$ cat src/rtl/wdk_pkg.sv
package wdk_pkg;
  typedef enum logic [2:0] {
    A_CTRL = 3'd0,
    A_TOVH = 3'd1,
    A_TOVL = 3'd2,
    A_WINH = 3'd3,
    A_WINL = 3'd4,
    A_UNLK = 3'd5,
    A_RFSH = 3'd6
  } addr_e;

  typedef enum logic [1:0] {
    TS_IDLE,
    TS_IRQ,
    TS_RST
  } trip_e;

  typedef struct packed {
    logic irq_first;
    logic allow_upd;
    logic en;
  } ctrl_t;

  localparam int unsigned CTRL_W = $bits(ctrl_t);

  localparam logic [15:0] RFSH_K1 = 16'hA602;
  localparam logic [15:0] RFSH_K2 = 16'hB480;
  localparam logic [15:0] UNLK_K1 = 16'hC520;
  localparam logic [15:0] UNLK_K2 = 16'hD928;
endpackage

$ cat src/rtl/wdk_key_seq.sv
module wdk_key_seq #(
  parameter int unsigned KEY_W = 16,
  parameter logic [KEY_W-1:0] FIRST = '0,
  parameter logic [KEY_W-1:0] SECOND = '1,
  parameter int unsigned GAP = 20
) (
  input  logic             clk,
  input  logic             rst_n,
  input  logic             active,
  input  logic             wr,
  input  logic [KEY_W-1:0] data,
  output logic             good,
  output logic             bad
);
  localparam int unsigned GW = $clog2(GAP + 1);

  logic          armed;
  logic [GW-1:0] gap_q;

  // gap_q holds how many cycles the current cycle lies after the first word
  always_comb begin
    good = 1'b0;
    bad  = 1'b0;
    if (active) begin
      if (wr) begin
        if (armed) begin
          if (data == SECOND) good = 1'b1;
          else                bad  = 1'b1;
        end else if (data != FIRST) begin
          bad = 1'b1;
        end
      end else if (armed && gap_q == GW'(GAP)) begin
        bad = 1'b1;
      end
    end
  end

  always_ff @(posedge clk or negedge rst_n) begin
    if (!rst_n) begin
      armed <= 1'b0;
      gap_q <= '0;
    end else if (!active || good || bad) begin
      armed <= 1'b0;
      gap_q <= '0;
    end else if (wr && !armed) begin
      armed <= 1'b1;
      gap_q <= GW'(1);
    end else if (armed) begin
      gap_q <= gap_q + GW'(1);
    end
  end
endmodule

$ cat src/rtl/wdk_cfg.sv
module wdk_cfg
  import wdk_pkg::*;
#(
  parameter int unsigned HALF = 16,
  parameter int unsigned KEY_GAP = 20,
  parameter int unsigned UPD_CYC = 256,
  parameter logic [2*HALF-1:0] TOV_RST = 32'h0000_0400
) (
  input  logic              clk,
  input  logic              rst_n,
  input  logic              wr,
  input  addr_e             addr,
  input  logic [HALF-1:0]   data,
  output ctrl_t             ctrl,
  output logic [2*HALF-1:0] tov,
  output logic [2*HALF-1:0] win,
  output logic              unl_bad
);
  localparam int unsigned CNT_W = 2 * HALF;
  localparam int unsigned AW    = $clog2(UPD_CYC);

  logic          init_open;
  logic          upd_open;
  logic [AW-1:0] upd_age;
  logic          is_cfg;
  logic          cfg_ok;
  logic          unl_active;
  logic          unl_wr;
  logic          unl_good;

  ctrl_t             ctrl_q;
  logic [CNT_W-1:0]  tov_q;
  logic [CNT_W-1:0]  win_q;

  assign is_cfg     = (addr <= A_WINL);
  assign cfg_ok     = wr && is_cfg && (init_open || (upd_open && upd_age != '0));
  assign unl_active = !init_open && ctrl_q.allow_upd;
  assign unl_wr     = wr && (addr == A_UNLK);

  wdk_key_seq #(
    .KEY_W (HALF),
    .FIRST (UNLK_K1),
    .SECOND(UNLK_K2),
    .GAP   (KEY_GAP)
  ) u_unlock (
    .clk   (clk),
    .rst_n (rst_n),
    .active(unl_active),
    .wr    (unl_wr),
    .data  (data),
    .good  (unl_good),
    .bad   (unl_bad)
  );

  always_ff @(posedge clk or negedge rst_n) begin
    if (!rst_n) begin
      init_open <= 1'b1;
    end else if (cfg_ok && addr == A_CTRL) begin
      init_open <= 1'b0;
    end
  end

  always_ff @(posedge clk or negedge rst_n) begin
    if (!rst_n) begin
      upd_open <= 1'b0;
      upd_age  <= '0;
    end else if (unl_good) begin
      upd_open <= 1'b1;
      upd_age  <= '0;
    end else if (upd_open) begin
      if (cfg_ok || upd_age == AW'(UPD_CYC - 1)) begin
        upd_open <= 1'b0;
        upd_age  <= '0;
      end else begin
        upd_age <= upd_age + AW'(1);
      end
    end
  end

  always_ff @(posedge clk or negedge rst_n) begin
    if (!rst_n) begin
      ctrl_q <= '0;
      tov_q  <= TOV_RST;
      win_q  <= '0;
    end else if (cfg_ok) begin
      case (addr)
        A_CTRL: ctrl_q <= ctrl_t'(data[CTRL_W-1:0]);
        A_TOVH: tov_q[CNT_W-1:HALF] <= data;
        A_TOVL: tov_q[HALF-1:0]     <= data;
        A_WINH: win_q[CNT_W-1:HALF] <= data;
        A_WINL: win_q[HALF-1:0]     <= data;
        default: ;
      endcase
    end
  end

  assign ctrl = ctrl_q;
  assign tov  = tov_q;
  assign win  = win_q;
endmodule

$ cat src/rtl/wdk_count.sv
module wdk_count #(
  parameter int unsigned CNT_W = 32
) (
  input  logic             clk,
  input  logic             rst_n,
  input  logic             en,
  input  logic             halt,
  input  logic             tick,
  input  logic             rfr_good,
  input  logic [CNT_W-1:0] tov,
  input  logic [CNT_W-1:0] win,
  output logic [CNT_W-1:0] cnt,
  output logic             expire,
  output logic             win_bad
);
  logic [CNT_W-1:0] cnt_q;
  logic [CNT_W:0]   cnt_inc;

  assign cnt_inc = {1'b0, cnt_q} + {{CNT_W{1'b0}}, 1'b1};
  assign expire  = en && !halt && tick && (cnt_inc >= {1'b0, tov});
  assign win_bad = rfr_good && (win != '0) && (cnt_q < win);

  always_ff @(posedge clk or negedge rst_n) begin
    if (!rst_n) begin
      cnt_q <= '0;
    end else if (!en || halt || rfr_good) begin
      cnt_q <= '0;
    end else if (tick && cnt_q != '1) begin
      cnt_q <= cnt_inc[CNT_W-1:0];
    end
  end

  assign cnt = cnt_q;
endmodule

$ cat src/rtl/wdk_trip.sv
module wdk_trip
  import wdk_pkg::*;
#(
  parameter int unsigned IRQ_HOLD = 128
) (
  input  logic clk,
  input  logic rst_n,
  input  logic req,
  input  logic irq_first,
  output logic irq,
  output logic sys_rst,
  output logic busy
);
  localparam int unsigned HW = $clog2(IRQ_HOLD);

  trip_e         st_q;
  logic [HW-1:0] hold_q;

  always_ff @(posedge clk or negedge rst_n) begin
    if (!rst_n) begin
      st_q   <= TS_IDLE;
      hold_q <= '0;
    end else begin
      case (st_q)
        TS_IDLE: if (req) begin
          st_q   <= irq_first ? TS_IRQ : TS_RST;
          hold_q <= '0;
        end
        TS_IRQ: begin
          if (hold_q == HW'(IRQ_HOLD - 1)) st_q <= TS_RST;
          else                             hold_q <= hold_q + HW'(1);
        end
        default: st_q <= TS_RST;
      endcase
    end
  end

  assign irq     = (st_q == TS_IRQ);
  assign sys_rst = (st_q == TS_RST);
  assign busy    = (st_q != TS_IDLE);
endmodule

$ cat src/rtl/wdk_key_timer.sv
module wdk_key_timer
  import wdk_pkg::*;
#(
  parameter int unsigned HALF = 16,
  parameter int unsigned KEY_GAP = 20,
  parameter int unsigned UPD_CYC = 256,
  parameter int unsigned IRQ_HOLD = 128,
  parameter logic [2*HALF-1:0] TOV_RST = 32'h0000_0400
) (
  input  logic            clk,
  input  logic            rst_n,
  input  logic            tick_en,
  input  logic            wr_valid,
  output logic            wr_ready,
  input  logic [2:0]      wr_addr,
  input  logic [HALF-1:0] wr_data,
  output logic            irq,
  output logic            sys_rst
);
  localparam int unsigned CNT_W = 2 * HALF;

  addr_e            addr;
  logic             wr_acc;
  logic             busy;
  ctrl_t            ctrl;
  logic [CNT_W-1:0] tov;
  logic [CNT_W-1:0] win;
  logic [CNT_W-1:0] cnt_q;
  logic             cnt_en;
  logic             unl_bad;
  logic             rfr_active;
  logic             rfr_wr;
  logic             rfr_good;
  logic             rfr_bad;
  logic             expire;
  logic             win_bad;
  logic             trip_req;

  assign addr       = addr_e'(wr_addr);
  assign wr_ready   = !busy;
  assign wr_acc     = wr_valid && wr_ready;
  assign cnt_en     = ctrl.en;
  assign rfr_active = ctrl.en && !busy;
  assign rfr_wr     = wr_acc && (addr == A_RFSH);

  wdk_cfg #(
    .HALF   (HALF),
    .KEY_GAP(KEY_GAP),
    .UPD_CYC(UPD_CYC),
    .TOV_RST(TOV_RST)
  ) u_cfg (
    .clk    (clk),
    .rst_n  (rst_n),
    .wr     (wr_acc),
    .addr   (addr),
    .data   (wr_data),
    .ctrl   (ctrl),
    .tov    (tov),
    .win    (win),
    .unl_bad(unl_bad)
  );

  wdk_key_seq #(
    .KEY_W (HALF),
    .FIRST (RFSH_K1),
    .SECOND(RFSH_K2),
    .GAP   (KEY_GAP)
  ) u_refresh (
    .clk   (clk),
    .rst_n (rst_n),
    .active(rfr_active),
    .wr    (rfr_wr),
    .data  (wr_data),
    .good  (rfr_good),
    .bad   (rfr_bad)
  );

  wdk_count #(
    .CNT_W(CNT_W)
  ) u_count (
    .clk     (clk),
    .rst_n   (rst_n),
    .en      (cnt_en),
    .halt    (busy),
    .tick    (tick_en),
    .rfr_good(rfr_good),
    .tov     (tov),
    .win     (win),
    .cnt     (cnt_q),
    .expire  (expire),
    .win_bad (win_bad)
  );

  assign trip_req = expire || rfr_bad || win_bad || unl_bad;

  wdk_trip #(
    .IRQ_HOLD(IRQ_HOLD)
  ) u_trip (
    .clk      (clk),
    .rst_n    (rst_n),
    .req      (trip_req),
    .irq_first(ctrl.irq_first),
    .irq      (irq),
    .sys_rst  (sys_rst),
    .busy     (busy)
  );
endmodule

$ cat config.mk
export PLATFORM = sky130hd
export DESIGN_NAME = wdk_key_timer
export DESIGN_NICKNAME = d
export VERILOG_FILES = /design/src/rtl/wdk_pkg.sv /design/src/rtl/wdk_key_seq.sv /design/src/rtl/wdk_cfg.sv /design/src/rtl/wdk_count.sv /design/src/rtl/wdk_trip.sv /design/src/rtl/wdk_key_timer.sv
export SDC_FILE = /design/constraint.sdc
export NUM_CORES = 1
export LEC_CHECK = 0
export ABC_AREA = 0
export BUFFER_PORTS_ARGS = -buffer_cell sky130_fd_sc_hd__buf_4
export CAP_MARGIN = 15
export CORE_UTILIZATION = 65
export DETAILED_ROUTE_END_ITERATION = 12
export PLACE_DENSITY = 0.85
export SLEW_MARGIN = 20
export SYNTH_ARGS = -nofsm -noshare
export SYNTH_HDL_FRONTEND = slang
export SYNTH_SLANG_ARGS = --single-unit
$ cat constraint.sdc
create_clock -name clk -period 7.8 [get_ports clk]
set_input_delay 1.56 -clock clk [delete_from_list [all_inputs] [get_ports clk]]
set_output_delay 1.56 -clock clk [all_outputs]
set_load 0.01 [all_outputs]
* After elaboration in Yosys (flattened, before gate mapping)
Index checks and enable logic that the tools add are counted.
Storage, ports and cells: input port bits 23, logic and storage cells 145, flip-flop bits (word level) 130
Operators by class: reduce and logical (&&, ||, !) cells 55, eq/ne operators 20, $lt $le $gt $ge 3, multiplexer cells 45, add/sub/neg operators 5
Operators with widths (number):
- $mux 32 | 2
- $add 32x1->33 const B | 1
- $ge 33x32->1 | 1
- $eq 16x16->1 const B | 2
- $lt 32x32->1 | 1
- $ne 16x16->1 const B | 2
- $ne 32x32->1 const B | 1
- $reduce_bool 32->1 | 1
- $mux 5 | 6
- $mux 1 | 27
- $mux 8 | 3
- $logic_and 1x1->1 | 18
- $mux 7 | 2
- $pmux 7 s2 | 1
- $reduce_and 2->1 | 6
- $reduce_bool 2->1 | 6
- $logic_or 1x1->1 | 11
- $add 5x1->5 const B | 2
- $eq 5x5->1 const B | 2
- $eq 3x3->1 const B | 3
- $add 8x1->8 const B | 1
- $eq 8x8->1 const B | 1
- $reduce_bool 8->1 | 1
- $add 7x1->7 const B | 1
- 15 further kinds | 26

* Longest topological paths before layout
Gate-level depths: netlist of run 1.
word-level depth 12, gate-level depth with buffers 15

* By module
A second synthesis of run 1 with hierarchy kept.
Unflattened totals: cell total of the unflattened synthesis 845, area, all modules 8709.6 sq um
By module, submodules not included:
- wdk_count | area each 3767.4 sq um, instances 1, cells an instance 470
- wdk_cfg | area each 3423.3 sq um, instances 1, cells an instance 221
- wdk_trip | area each 554.3 sq um, instances 1, cells an instance 58
- wdk_key_seq (u_cfg.u_unlock) | area each 466.7 sq um, instances 1, cells an instance 46
- wdk_key_seq (u_refresh) | area each 464.2 sq um, instances 1, cells an instance 45
- wdk_key_timer | area each 33.8 sq um, instances 1, cells an instance 5

* Worst setup path after synthesis of run 1
Ideal clock, no wire load.
path kind input-to-reg, start point input port wr_data[5], end point register u_trip.st_q[0], library setup time 0.120 ns, cell stages on the path 7, required time 7.680 ns, data arrival time 3.335 ns, setup slack 4.345 ns, cells stage by stage or4b_2 -> nor4_2 -> nand4_1 -> nand3_2 -> o221a_2 -> nand3_2 -> a31o_2
On the way: longest elaborated chain between the ends 11
RTL lines:
- start: declaration | line wdk_key_timer.sv:16 | input logic [HALF-1:0] wr_data,
- $eq 16x16->1 | line wdk_key_seq.sv:27 | if (data == SECOND) good = 1'b1;
- $mux 1 | line wdk_key_seq.sv:27
- $mux 1 | line wdk_key_seq.sv:26 | if (armed) begin
- $mux 1 | line wdk_key_seq.sv:25 | if (wr) begin
- $mux 1 | line wdk_key_seq.sv:24 | if (active) begin
- $logic_and 1x1->1 (2 in series) | line wdk_count.sv:21 | assign win_bad = rfr_good && (win != '0) && (cnt_q < win);
- $logic_or 1x1->1 | line wdk_key_timer.sv:94 | assign trip_req = expire || rfr_bad || win_bad || unl_bad;
- $logic_or 1x1->1 (*) | line wdk_key_timer.sv:94
- $ne 2x2->1 (no line) (*)
- $reduce_and 2->1 (no line) (*)
- end signal: assignment | line wdk_trip.sv:26 | st_q <= irq_first ? TS_IRQ : TS_RST;
- end: declaration | line wdk_trip.sv:16 | trip_e st_q;
Every way passes the cells marked *; elsewhere a longest branch is shown, timed or not. A chain may end at the register's enable or synchronous reset.

* Final worst setup path of run 1
start point register u_count.cnt_q[6] (netlist: u_count.cnt[6]), end point register u_trip.hold_q[1]
On the way: longest elaborated chain between the ends 8
RTL lines:
- start: declaration | line wdk_count.sv:16 | logic [CNT_W-1:0] cnt_q;
- start signal: assignment | line wdk_count.sv:29 | cnt_q <= cnt_inc[CNT_W-1:0];
- $add 32x1->33 | line wdk_count.sv:19 | assign cnt_inc = {1'b0, cnt_q} + {{CNT_W{1'b0}}, 1'b1};
- $ge 33x32->1 | line wdk_count.sv:20 | assign expire = en && !halt && tick && (cnt_inc >= {1'b0, tov});
- $logic_and 1x1->1 | line wdk_count.sv:20
- $logic_or 1x1->1 | line wdk_key_timer.sv:94
- $logic_or 1x1->1 (*) (2 in series) | line wdk_key_timer.sv:94
- $ne 2x2->1 (no line) (*)
- $reduce_and 3->1 (no line) (*)
- end signal: assignment | line wdk_trip.sv:31 | else hold_q <= hold_q + HW'(1);
- end: declaration | line wdk_trip.sv:17 | logic [HW-1:0] hold_q;
Marked as above.

==> metrics.csv, run 1 <==
metric,value,unit
outcome,finished clean,
Core Region,0.01196,mm^2
DR vias,6479,
clock transition at the registers of the reported paths,60,ps
clk_lat worst skew,420,ps
Post-CTS Setup Bufs,0,
Iteration-0 DRC Markers,630,
DR vias/cell,6.296,
Initial Util,0.6639,
CTS tree,yes,
vias in the first global route,6599,
"Cell Area, Placed",0.008265,mm^2
layout cells sized above 1,0.1372,
Final setup viols,0,
Slew headroom,0.3563,
Hold Path Class,reg -> reg,
largest net degree at the start of global routing,90,
nets@finish,964,
"Seq/Total Area, Yosys",0.4100,
antenna violations before repair,0,
Tmin final,4223,ps
antenna-violating nets left,0,
Total GRT Usage,0.3415,
leak pwr,4.326,nW
Startpoint Class,flip-flop,
Critical Path RT,8090,ps
Cell Pwr Density,183.1,mW/mm^2
syn_nets,936,
Post-Route Skew,7.486,ps
Cell Rows,40,
Max Fanout on Critical Path,9,
Main synth FF type,dfrtp_1,
Die ar.,0.01266,mm^2
Longest Clk Path Bufs,2,
clock sink count,130,
"Cell Area, Synth",0.007941,mm^2
RSZ-0062 raised after global routing,no,
post-cts sizing count,0,
die height,112.5,um
Fin. Hold Viols,0,
worst-margin pin slew,962.8,ps
drt first pass iters,5,
maxcap violations,0,
Fin Hold WS,514.3,ps
critical path type,reg -> reg,
Synth cell types,62,
fmax,0.2368,GHz
n_diodes,0,
crit share post-route,0.5414,
Peak VDD IR,0.0001961,V
WL final,20.10,mm
"commonest non-fill, non-tap cell in the layout",dfrtp_1,
first-pass GRT wire length,33.26,mm
final instance area,0.008955,mm^2
die width,112.5,um
I/O Buffers,25,
I/O Pins,26,
synthesis-to-layout area growth,12.76,%
Setup TNS,0,ps
Final Max Tran Viols,0,
most frequent cells in the layout,"dfrtp_1 (128), nand2_1 (85), inv_1 (74)",
DRC,0,
hold_buf cts,0,
ys async rst share,1.000,
total global routing overflow,0,
HPWL Detailed,14.23,mm
syn avg cell area,9.432,um^2
#FFs+latches synth,130,
htree depth,4,
synthesized instance count,842,
Reg2Reg Setup Slack,3580,ps
Yosys warning total,0,
Critical Path AT,4510,ps
Root Driver,clkbuf_16,
"EDFF count, synth",0,
GPL Wtd Cong,0.9479,
Setup crit end kind,flip-flop,
CTS Buf Count,17,
routed len/inst,19.54,um
==> synthesized netlist by cell type, types with 2 or more instances <==
| library cell | count | area, um^2 |
|---|---|---|
| dfrtp_1 | 128 | 3203 |
| nand2_1 | 85 | 319.1 |
| inv_1 | 74 | 277.8 |
| ha_1 | 71 | 888.4 |
| nor2_1 | 66 | 247.7 |
| o21ai_0 | 53 | 265.3 |
| xor2_1 | 47 | 411.6 |
| mux2_2 | 37 | 416.7 |
| a21oi_1 | 33 | 165.2 |
| nand3_1 | 33 | 165.2 |
| nand4_1 | 29 | 181.4 |
| xnor2_1 | 20 | 175.2 |
| nor4_1 | 16 | 100.1 |
| clkbuf_1 | 12 | 45.04 |
| and3_1 | 11 | 68.82 |
| nor2b_1 | 11 | 68.82 |
| nand2b_1 | 10 | 62.56 |
| a21o_1 | 9 | 67.56 |
| and4_1 | 8 | 70.07 |
| nor3_1 | 6 | 30.03 |
| a211oi_1 | 5 | 37.54 |
| buf_2 | 5 | 25.02 |
| and2_1 | 4 | 25.02 |
| buf_1 | 4 | 15.01 |
| nand3_2 | 4 | 40.04 |
| o21a_1 | 4 | 30.03 |
| a2111oi_0 | 3 | 26.28 |
| a22oi_1 | 3 | 22.52 |
| a31o_2 | 3 | 26.28 |
| mux2i_1 | 3 | 30.03 |
| nand2_2 | 3 | 18.77 |
| nor3b_1 | 3 | 22.52 |
| or3_1 | 3 | 18.77 |
| a221o_1 | 2 | 20.02 |
| a31oi_1 | 2 | 12.51 |
| and2_0 | 2 | 12.51 |
| dfstp_2 | 2 | 52.55 |
| o211ai_1 | 2 | 15.01 |
| or2_2 | 2 | 12.51 |
| or4b_1 | 2 | 20.02 |
==> registers in the layout (all words and copies together) (netlist names) <==
register / cells
u_cfg.win: 32
u_trip.hold_q: 7
u_cfg.init_open: 1
u_cfg.u_unlock.armed: 1
u_cfg.u_unlock.gap_q: 5
u_cfg.upd_open: 1
u_cfg.upd_age: 8
u_count.cnt: 32
u_refresh.gap_q: 5
u_trip.st_q: 2
u_cfg.ctrl: 3
u_cfg.tov: 32
u_refresh.armed: 1
==> logic make-up (layout without fill, tap and decap cells) <==
family,count (synthesis),after routing,synth area share
AOI/OAI and AO/OA,129,129,0.09958
xor gates and xnor gates,67,67,0.07389
adders and majority gates,71,71,0.1119
buffers and inverters,95,135,0.04569
DFF,130,130,0.4100
muxes,40,40,0.05625
and+or+nand+nor,310,310,0.2028
==> layout make-up <==
class | instances | area (um^2)
multi-input cells | 617 | 4324
flip-flops and latches | 130 | 3256
fillers | 776 | 3007
clock buffers | 22 | 484.2
inverters | 74 | 277.8
repair buffers | 30 | 229.0
clock inverters | 9 | 200.2
well taps | 147 | 183.9
==> worst paths after layout <==
| path | start | end | cells past startpoint |
|---|---|---|---|
| worst max register to register | u_count.cnt[6]$_DFFE_PN0P_ | u_trip.hold_q[1]$_DFFE_PN0P_ | 14 |
| worst min-delay path | u_cfg.init_open$_DFFE_PN1P_ | u_cfg.init_open$_DFFE_PN1P_ | 1 |
| min in group asynchronous | rst_n | u_refresh.gap_q[1]$_DFFE_PN0P_ | 1 |
| worst min register to register | u_cfg.init_open$_DFFE_PN1P_ | u_cfg.init_open$_DFFE_PN1P_ | 1 |
| worst max-delay path | u_count.cnt[6]$_DFFE_PN0P_ | u_trip.hold_q[1]$_DFFE_PN0P_ | 14 |
| max in group asynchronous | rst_n | u_cfg.tov[17]$_DFFE_PN0P_ | 2 |
==> per-stage QoR <==
step,power (W),util,setup WS [ps],instances
3_5_place_dp,0.0007263,0.6910,3485,998
3_3_place_gp,0.0007248,0.6910,3591,998
4_1_cts,0.001646,0.7482,3652,1029
2_1_floorplan,0.0006928,-,4345,842
6_report,0.001640,0.7486,3577,1029
5_1_grt,0.001679,0.7486,3406,1029
==> critical path, stage by stage (launching register included) <==
cell and delay [ps]:
dfrtp_1 490, nand3_2 160, or4_4 610, or2_2 370, nor2_1 260, and3_1 210, xor2_1 70, ha_1 290
nand4_1 150, nor4_1 640, a21oi_1 160, o211a_1 150, o221a_2 230, nand3_2 170, o21ai_0 130
==> layer usage <==
| layer | part of all wire | track usage | up-vias | routed length, um |
|---|---|---|---|---|
| li1 | - | - | 2988 | - |
| met1 | 0.42 | 0.4263 | 3161 | 8432 |
| met2 | 0.48 | 0.5557 | 259 | 9646 |
| met3 | 0.059 | 0.09233 | 71 | 1190 |
| met4 | 0.041 | 0.1582 | 0 | 834 |
| met5 | 0 | 0 | - | 0 |
==> report_power, final <==
part / switching [W] / internal, W
sequential: 0 / 0.000675
combinational: 0.0000292 / 0.0000107
clock: 0.000294 / 0.000631
total: 0.000323 / 0.00132
Power figures use the tool's default switching activity.
==> run 2: changes to the inputs <==
--- a/config.mk
+++ b/config.mk
@@ -8,9 +8,9 @@
 export ABC_AREA = 0
 export BUFFER_PORTS_ARGS = -buffer_cell sky130_fd_sc_hd__buf_4
 export CAP_MARGIN = 15
-export CORE_UTILIZATION = 65
+export CORE_UTILIZATION = 57
 export DETAILED_ROUTE_END_ITERATION = 12
-export PLACE_DENSITY = 0.85
+export PLACE_DENSITY = 0.79
 export SLEW_MARGIN = 20
 export SYNTH_ARGS = -nofsm -noshare
 export SYNTH_HDL_FRONTEND = slang
==> constraint.sdc (replaced) <==
create_clock -name clk -period 3.87 [get_ports clk]
set_input_delay 0.774 -clock clk [delete_from_list [all_inputs] [get_ports clk]]
set_output_delay 0.774 -clock clk [all_outputs]
set_load 0.01 [all_outputs]
==> run 2 against run 1 <==
Effect of this change:
- non-clock buffer count up 18
- largest power group unchanged
- critical path depth up 1
- clock power up 81%
- register-to-register slack worse by 3400 ps
- final cell count up 4.7%
- critical endpoint is now u_trip.st_q[0]$_DFFE_PN0P_
- die area up 14%
- highest routed layer unchanged
- clock skew up 2.5 ps
- global-route usage down 5.5 points
==> metrics.csv, run 2 (synthesis gave the netlist of run 1 again) <==
metric,value,unit,change
Cell Pwr Density,343.0,mW/mm^2,+87%
critical path type,reg -> reg,,
I/O Pins,26,,unchanged
pre-CTS setup slack,155.2,ps,-3330 ps
antenna-violating nets left,0,,unchanged
"Cell Chain, Critical Path",nand3_2 > or4_4 > or2_2 > nor2_2 > and3_1 > xor2_1 > ha_1 > nand4_1 > nor4_1 > buf_4 > a21oi_1 > o211a_1 > o221a_2 > nand3_4 > a31o_2,,
largest net degree at the start of global routing,76,,-16%
final instance area,0.009081,mm^2,+1.4%
WL final,19.13,mm,-4.9%
DRC,0,,unchanged
crit share post-route,0.9527,,+0.4113
Total GRT Usage,0.2862,,-0.05535
"Cell Area, Placed",0.008433,mm^2,+2.0%
Initial Util,0.5926,,-0.07129
CTS Buf Count,17,,unchanged
clk_lat worst skew,420,ps,about the same
total global routing overflow,0,,unchanged
routed len/inst,17.76,um,-9.1%
Fill cells,1035,,+33%
Crit-path slowest cell,or4_4,,
Post-Route Skew,10.01,ps,+2.522 ps
nets@finish,982,,+1.9%
Fin. Hold Viols,0,,unchanged
Critical Path AT,4000,ps,-510 ps
DR vias/cell,5.802,,-7.8%
Non-Filler Instances,1077,,+4.7%
most frequent cells in the layout,"dfrtp_1 (125), nand2_1 (85), inv_1 (74)",,
Core Region,0.01340,mm^2,+12%
Fin Hold WS,387.3,ps,-127.0 ps
vias in the first global route,6194,,-6.1%
Root Driver,clkbuf_16,,
htree depth,4,,unchanged
Top Metal Used,met4,,
antenna violations before repair,0,,unchanged
die height,120.0,um,+6.7%
I/O Buffers,25,,unchanged
HPWL Detailed,13.46,mm,-5.4%
Crit path largest cell delay,560,ps,-80 ps
first-pass GRT wire length,31.42,mm,-5.5%
Longest Clk Path Bufs,2,,unchanged
Metal-1 WL,8.560,mm,+1.5%
synthesis-to-layout area growth,14.35,%,
Tmin final,3687,ps,-536.1 ps
n_diodes,0,,unchanged
Max Fanout on Critical Path,9,,unchanged
Final Max Tran Viols,0,,unchanged
Iteration-0 DRC Markers,559,,-11%
worst-margin pin slew,956.1,ps,-6.723 ps
Startpoint Class,flip-flop,,
Setup TNS,0,ps,unchanged
dpl cells,1044,,+4.6%
fmax,0.2712,GHz,+15%
layout cells sized above 1,0.1620,,+0.02485
die width,120.0,um,+6.7%
drt first pass iters,6,,+1
Die ar.,0.01441,mm^2,+14%
"commonest non-fill, non-tap cell in the layout",dfrtp_1,,
maxcap violations,0,,unchanged
GPL Wtd Cong,0.8896,,-6.2%
Hold Path Class,in -> async,,
Peak VDD IR,0.0002967,V,+51%
DR vias,6249,,-3.5%
leak pwr,4.384,nW,+1.3%
clock transition at the registers of the reported paths,60,ps,about the same
Worst Reg-to-Reg Cells,15,,+1
final critical-path setup slack,183.0,ps,-3394 ps
clock sink count,130,,unchanged
CTS tree,yes,,
met2 WL,8.758,mm,-9.2%
Critical Path RT,4180,ps,-3910 ps
routed wl met3,1.327,mm,+12%
hold_buf cts,0,,unchanged
Cell Rows,42,,+5.0%
Setup crit end kind,flip-flop,,
Slew headroom,0.3626,,+0.006280
outcome,finished clean,,
Final setup viols,0,,unchanged
run 2: final timing paths:
kind,startpoint,end,slack [ps]
setup reg to reg,u_count.cnt[1]$_DFFE_PN0P_,u_trip.st_q[0]$_DFFE_PN0P_,180
min in group clk,u_cfg.init_open$_DFFE_PN1P_,u_cfg.init_open$_DFFE_PN1P_,500
hold / removal,rst_n,u_cfg.win[12]$_DFFE_PN0P_,390
max in group asynchronous,rst_n,u_cfg.init_open$_DFFE_PN1P_,2580
hold reg to reg,u_cfg.init_open$_DFFE_PN1P_,u_cfg.init_open$_DFFE_PN1P_,500
setup / recovery,u_count.cnt[1]$_DFFE_PN0P_,u_trip.st_q[0]$_DFFE_PN0P_,180
run 2: per-stage QoR:
step | util | power (W)
final | 0.6777 | 0.003115
after global routing | 0.6777 | 0.003192
after detailed placement | 0.6293 | 0.001473
after CTS | 0.6752 | 0.003127
after global placement | 0.6293 | 0.001472
after floorplan | - | 0.001396
run 2: report_power, final:
part	leakage, nW	internal (W)	switching (W)
combinational	2.48	0.0000229	0.0000650
clock	0.302	0.00107	0.000592
sequential	1.61	0.00136	0
total	4.38	0.00246	0.000657
run 2: final cells by class:
| class | count | area, um^2 | share of cell area |
|---|---|---|---|
| repair buffers | 48 | 364.1 | 0.04009 |
| inverters | 74 | 277.8 | 0.03059 |
| clock inverters | 10 | 130.1 | 0.01433 |
| flip-flops and latches | 130 | 3259 | 0.3589 |
| multi-input cells | 617 | 4345 | 0.4785 |
| well taps | 176 | 220.2 | 0.02425 |
| clock buffers | 22 | 484.2 | 0.05332 |
run 2: worst max-delay path, delay by kind of cell (launching register included):
family	cells	cell delay, ps
buffers and inverters	1	150
adder cells (fa/ha/maj)	1	250
AND/OR/NAND/NOR	8	1760
flip-flops	1	400
XOR/XNOR	1	160
AO/OA/AOI/OAI	4	840
run 2: metal layers:
layer / vias to the layer above / global-route usage
met5: - / 0
met4: 0 / 0.1195
met3: 32 / 0.05751
li1: 3028 / -
met1: 2976 / 0.3930
met2: 213 / 0.4404
run 2: what timing repair did:
| item | 4_1_cts | 5_1_grt |
|---|---|---|
| buffers inserted | 0 | 1 |
| setup endpoints to repair | 0 | 9 |
| gates resized for setup | 0 | 9 |
